--- config.mk ---
export PLATFORM = sky130hd
export DESIGN_NAME = frame_period_timer
export DESIGN_NICKNAME = d
export VERILOG_FILES = /design/src/rtl/ft_pkg.sv /design/src/rtl/ft_period_reg.sv /design/src/rtl/ft_down_counter.sv /design/src/rtl/ft_event_out.sv /design/src/rtl/frame_period_timer.sv
export SDC_FILE = /design/constraint.sdc
export NUM_CORES = 1
export LEC_CHECK = 0
export BUFFER_PORTS_ARGS = -buffer_cell sky130_fd_sc_hd__buf_2
export CELL_PAD_IN_SITES_DETAIL_PLACEMENT = 2
export CELL_PAD_IN_SITES_GLOBAL_PLACEMENT = 2
export CORE_MARGIN = 1.5
export CORE_UTILIZATION = 36
export CTS_CLUSTER_SIZE = 25
export DETAILED_ROUTE_END_ITERATION = 12
export GPL_TIMING_DRIVEN = 0
export PLACE_DENSITY = 0.82
export SLEW_MARGIN = 20
export SYNTH_ARGS = -nofsm -noshare
export SYNTH_HDL_FRONTEND = slang
export SYNTH_HIERARCHICAL = 1
export SYNTH_SLANG_ARGS = --single-unit
--- constraint.sdc ---
create_clock -name clk -period 0.8 [get_ports clk]
set_input_delay 0.04 -clock clk [delete_from_list [all_inputs] [get_ports clk]]
set_output_delay 0.04 -clock clk [all_outputs]
set_load 0.05 [all_outputs]
--- src/rtl/ft_pkg.sv ---
package ft_pkg;
  localparam int FT_PERIOD_W   = 7;
  localparam int FT_RST_PERIOD = (1 << FT_PERIOD_W) - 1;
  localparam int FT_SYNC_STAGES = 2;
endpackage

--- src/rtl/ft_period_reg.sv ---
module ft_period_reg #(
  parameter int W       = ft_pkg::FT_PERIOD_W,
  parameter int RST_VAL = ft_pkg::FT_RST_PERIOD
) (
  input  logic         clk,
  input  logic         rst_n,
  input  logic         wr,
  input  logic [W-1:0] wdata,
  input  logic         step,
  output logic [W-1:0] period_q,
  output logic         pend_q
);
  logic [W-1:0] period_d;
  logic         pend_d;

  always_comb begin
    period_d = period_q;
    pend_d   = pend_q;
    if (wr) begin
      period_d = wdata;
      pend_d   = 1'b1;
    end else if (step) begin
      pend_d   = 1'b0;
    end
  end

  always_ff @(posedge clk or negedge rst_n) begin
    if (!rst_n) begin
      period_q <= W'(RST_VAL);
      pend_q   <= 1'b0;
    end else begin
      period_q <= period_d;
      pend_q   <= pend_d;
    end
  end
endmodule

--- src/rtl/ft_down_counter.sv ---
module ft_down_counter #(
  parameter int W       = ft_pkg::FT_PERIOD_W,
  parameter int RST_VAL = ft_pkg::FT_RST_PERIOD
) (
  input  logic         clk,
  input  logic         rst_n,
  input  logic         step,
  input  logic         reload_pend,
  input  logic [W-1:0] period,
  output logic         expire
);
  logic [W-1:0] cnt_q;
  logic [W-1:0] cnt_d;
  logic         at_zero;

  assign at_zero = (cnt_q == '0);

  always_comb begin
    cnt_d  = cnt_q;
    expire = 1'b0;
    if (step) begin
      if (reload_pend) begin
        cnt_d = period;
      end else if (at_zero) begin
        cnt_d  = period;
        expire = 1'b1;
      end else begin
        cnt_d = cnt_q - 1'b1;
      end
    end
  end

  always_ff @(posedge clk or negedge rst_n) begin
    if (!rst_n) cnt_q <= W'(RST_VAL);
    else        cnt_q <= cnt_d;
  end
endmodule

--- src/rtl/ft_event_out.sv ---
module ft_event_out (
  input  logic clk,
  input  logic rst_n,
  input  logic tick,
  input  logic expire,
  input  logic irq_clr,
  output logic irq_q,
  output logic mf_q,
  output logic ll_q
);
  logic irq_d;
  logic mf_d;
  logic ll_d;

  always_comb begin
    irq_d = expire | (irq_q & ~irq_clr);
    mf_d  = tick ? expire : mf_q;
    ll_d  = expire;
  end

  always_ff @(posedge clk or negedge rst_n) begin
    if (!rst_n) begin
      irq_q <= 1'b0;
      mf_q  <= 1'b0;
      ll_q  <= 1'b0;
    end else begin
      irq_q <= irq_d;
      mf_q  <= mf_d;
      ll_q  <= ll_d;
    end
  end
endmodule

--- src/rtl/frame_period_timer.sv ---
module frame_period_timer #(
  parameter int PERIOD_W    = ft_pkg::FT_PERIOD_W,
  parameter int RST_PERIOD  = ft_pkg::FT_RST_PERIOD,
  parameter int SYNC_STAGES = ft_pkg::FT_SYNC_STAGES
) (
  input  logic                clk,
  input  logic                rst_n,
  input  logic                frame_tick,
  input  logic                enable,
  input  logic                period_wr,
  input  logic [PERIOD_W-1:0] period_wdata,
  input  logic                irq_clr,
  output logic                irq,
  output logic                mf_pulse,
  output logic                last_look
);
  logic [SYNC_STAGES-1:0] rst_pipe_q;
  logic                   rst_n_int;
  logic                   step;
  logic                   expire;
  logic                   pend;
  logic [PERIOD_W-1:0]    period;

  always_ff @(posedge clk or negedge rst_n) begin
    if (!rst_n) rst_pipe_q <= '0;
    else        rst_pipe_q <= {rst_pipe_q[SYNC_STAGES-2:0], 1'b1};
  end
  assign rst_n_int = rst_pipe_q[SYNC_STAGES-1];

  assign step = frame_tick & enable;

  ft_period_reg #(.W(PERIOD_W), .RST_VAL(RST_PERIOD)) u_preg (
    .clk(clk), .rst_n(rst_n_int), .wr(period_wr), .wdata(period_wdata),
    .step(step), .period_q(period), .pend_q(pend)
  );

  ft_down_counter #(.W(PERIOD_W), .RST_VAL(RST_PERIOD)) u_cnt (
    .clk(clk), .rst_n(rst_n_int), .step(step), .reload_pend(pend),
    .period(period), .expire(expire)
  );

  ft_event_out u_evt (
    .clk(clk), .rst_n(rst_n_int), .tick(frame_tick), .expire(expire),
    .irq_clr(irq_clr), .irq_q(irq), .mf_q(mf_pulse), .ll_q(last_look)
  );
endmodule

==> results.cfg <==
[clock_network]
htreeDepth = 1
cts_num_sinks = 20
path_clk_slew_ns = 0.14
clock_latency_ns = 0.32
cts-root-buf = clkbuf_4
cts_buffers = 3
clockBufferDepth = 2
cts_tree = built

[layout]
ff_latch_area_um2 = 519
final_nets = 134
multi_input_area_um2 = 498
drive_gt1_share_pct = 58.5
num_antenna_cells = 0
post-route-util_pct = 55.8
syn2layout_area_growth_pct = 43.5
nFillCells = 248

[routing]
num_vias = 834
firstDrtPassIters = 5
drt-total-wl_um = 3870
route.detailed.wl_per_inst_um = 26.2
vias_per_cell = 5.64
ant_nets = 0
drt-initial-drc-count = 21
drc = 0

[sta]
finalHoldViolCount = 0
fmax_mhz = 648
fin_hold_ws_ns = 0.0133
slew_viol_final = 0
slew_headroom_pct = 63.8
skew_ns = 0.0148
fin_crit_ns = 1.54
fin_ws_ns = -0.742
post-route-period-util_pct = 193
rsz0062_at_grt = yes
setup-violations-final = 14
worstMarginPinSlew_ns = 0.543

[critical_path]
startpoint_type = register
worstPathArrival_ns = 1.81
r2r-start = u_cnt/cnt_q[0]
critPathCaptureType = register
cp-endpoint = u_cnt/cnt_q[2]
crit_type = reg -> reg
rr_worst_depth = 5
crit_path_max_fanout = 5
worstReg2RegEnd = u_cnt/cnt_q[2]
startpoint = u_cnt/cnt_q[0]
critPathRequiredTime_ns = 1.07
rrSetupSlack_ns = -0.74

[global_route]
grt_use_total_pct = 26.3
grt_max_degree = 19
use_met3_pct = 4.68
grt_pass1_vias = 1007
use_met2_pct = 46.6
grt_overflow = 0
antenna_found_initial = 0
grt_pass1_wl_um = 5890
grt-busiest-layer = met2
use_met1_pct = 32.4

[placement]
detailed_place_hpwl_um = 1880
portBuffers = 14
gp_congestion = 0.811

[yosys]
synth.top_cell.area_share_pct = 37.2
synthAdderAreaFrac_pct = 2.53
synth_top_family_by_area = compound AO/OA/AOI/OAI gates
synth_compound_area_share_pct = 15.7
synthesis.area_um2 = 990
ys_top_cells_by_area = dfstp_2 (37%), dfrtp_1 (15%), mux2_4 (12%), nand3_1 (3.5%), inv_1 (2.7%)
ys_ff_latch = 20
synth_cell_types = 29
synth_cells = 83
avgSynthCellArea_um2 = 11.9
yosysTopAreaCell = dfstp_2
synth_edf_count = 0
synth_xor_area_share_pct = 0
synthSimpleGateAreaFrac_pct = 11.4
synth_ff_type = dfstp_2
yosysSeqAreaShare_pct = 52.3
muxShareOfSynthArea_pct = 13.1
synthTopCellsByCount = dfstp_2 (14), mux2_4 (8), inv_1 (7), nand3_1 (7)
synth_warnings = 6
synth_most_common_cell = dfstp_2
syn_nets = 98
async_reset_ff_share_pct = 100

[power_and_ir_drop]
powerDensity_mw_per_mm2 = 2180
fin_total_pwr_w = 0.00310
power_leakage_nw = 0.624
peakVddDrop_uv = 1350

[run]
maxCapViolCount = 0

[floorplanning]
core-area_mm2 = 0.00254
die_area_mm2 = 0.00307
rows = 18
num_io_pins = 16
floorplan.initialDensity_pct = 38.9
die_x_um = 55.4
die_y_um = 55.4

[outcome]
violations = setup timing
outcome = finished with violations

[worst_hold_path]
hold_class = in -> reg
hold_start = irq_clr
flip-flops by register name, indices dropped and copies added, names as in the netlist:
| register | cells |
|---|---|
| u_cnt/cnt_q | 7 |
| u_preg/period_q | 7 |
| rst_pipe_q | 2 |
| u_evt/irq_q | 1 |
| u_evt/ll_q | 1 |
| u_evt/mf_q | 1 |
| u_preg/pend_q | 1 |
critical path, stage by stage, from the launching register on:
cell,delay (ns)
dfstp_2,0.60
inv_4,0.06
ha_1,0.28
o21ai_0,0.29
nand2_1,0.16
nand3_2,0.11
routing by layer:
layer,up-vias,share of wire (%)
li1,364,-
met1,425,43
met2,33,51
met3,12,3.0
met4,0,3.6
met5,-,0
stage by stage:
stage / area, µm² / TNS, ns / cells / setup WS [ns]
floorplan: 1030 / -4.60 / 83 / -0.545
global placement: 1140 / -5.60 / 127 / -0.618
detailed placement: 1140 / -5.95 / 127 / -0.657
CTS: 1370 / -6.29 / 145 / -0.664
global route: 1420 / -7.46 / 148 / -0.759
finish: 1420 / -6.96 / 148 / -0.742
worst min-delay path by stage:
stage                                to  slack (ns)  cells past startpoint
after global placement    rst_pipe_q[1]       -0.18                      1
after global routing        u_evt/irq_q        0.02                      3
after detailed placement  rst_pipe_q[1]       -0.17                      1
final                       u_evt/irq_q        0.01                      3
after CTS                    u_evt/mf_q       0.009                      2
after floorplan           rst_pipe_q[0]       -0.26                      0
final cells by class:
class                           count  area share, %
Buffer                              3           1.41
Clock buffer                        3           1.59
Clock inverter                      1           2.11
Inverter                            7           2.03
Multi-Input combinational cell     53           35.1
Sequential cell                    20           36.6
Tap cell                           30           2.64
Timing Repair Buffer               31           18.6
where the power goes:
group,leakage (nW),switching [W],internal [W]
clock,0.0279,0.000359,0.000506
sequential,0.221,0.000177,0.00122
combinational,0.375,0.000436,0.000399
cells in the final DEF (no fill, tap or decap), types with 2 or more instances in the layout:
master	instances
dfstp_2	14
buf_2	11
dlygate4sd3_1	9
mux2_4	8
buf_4	6
dfrtp_1	5
inv_1	5
nor2_1	5
nand3_1	5
buf_6	4
clkbuf_4	3
a21oi_1	3
o21ai_0	3
nand3_2	2
nand2_1	2
a21oi_2	2
o32ai_2	2
buf_12	2
cells by family (layout without fill, tap and decap cells):
kind of cell    Yosys count  in the layout
compound gates           20             20
flops                    20             20
buf+inv                  10             45
simple gates             21             21
fa+ha+maj                 2              2
other cells               1              1
mux                       9              9
what timing repair did:
action | 4_1_cts | 5_1_grt
buffers inserted | 5 | 3
setup endpoints to repair | 13 | 32
pin swaps | 5 | 4
gates resized for setup | 12 | 4
hold buffers | 9 | 0
endpoints found under the hold margin | 10 | 0
(Power assumes the default switching activity.)
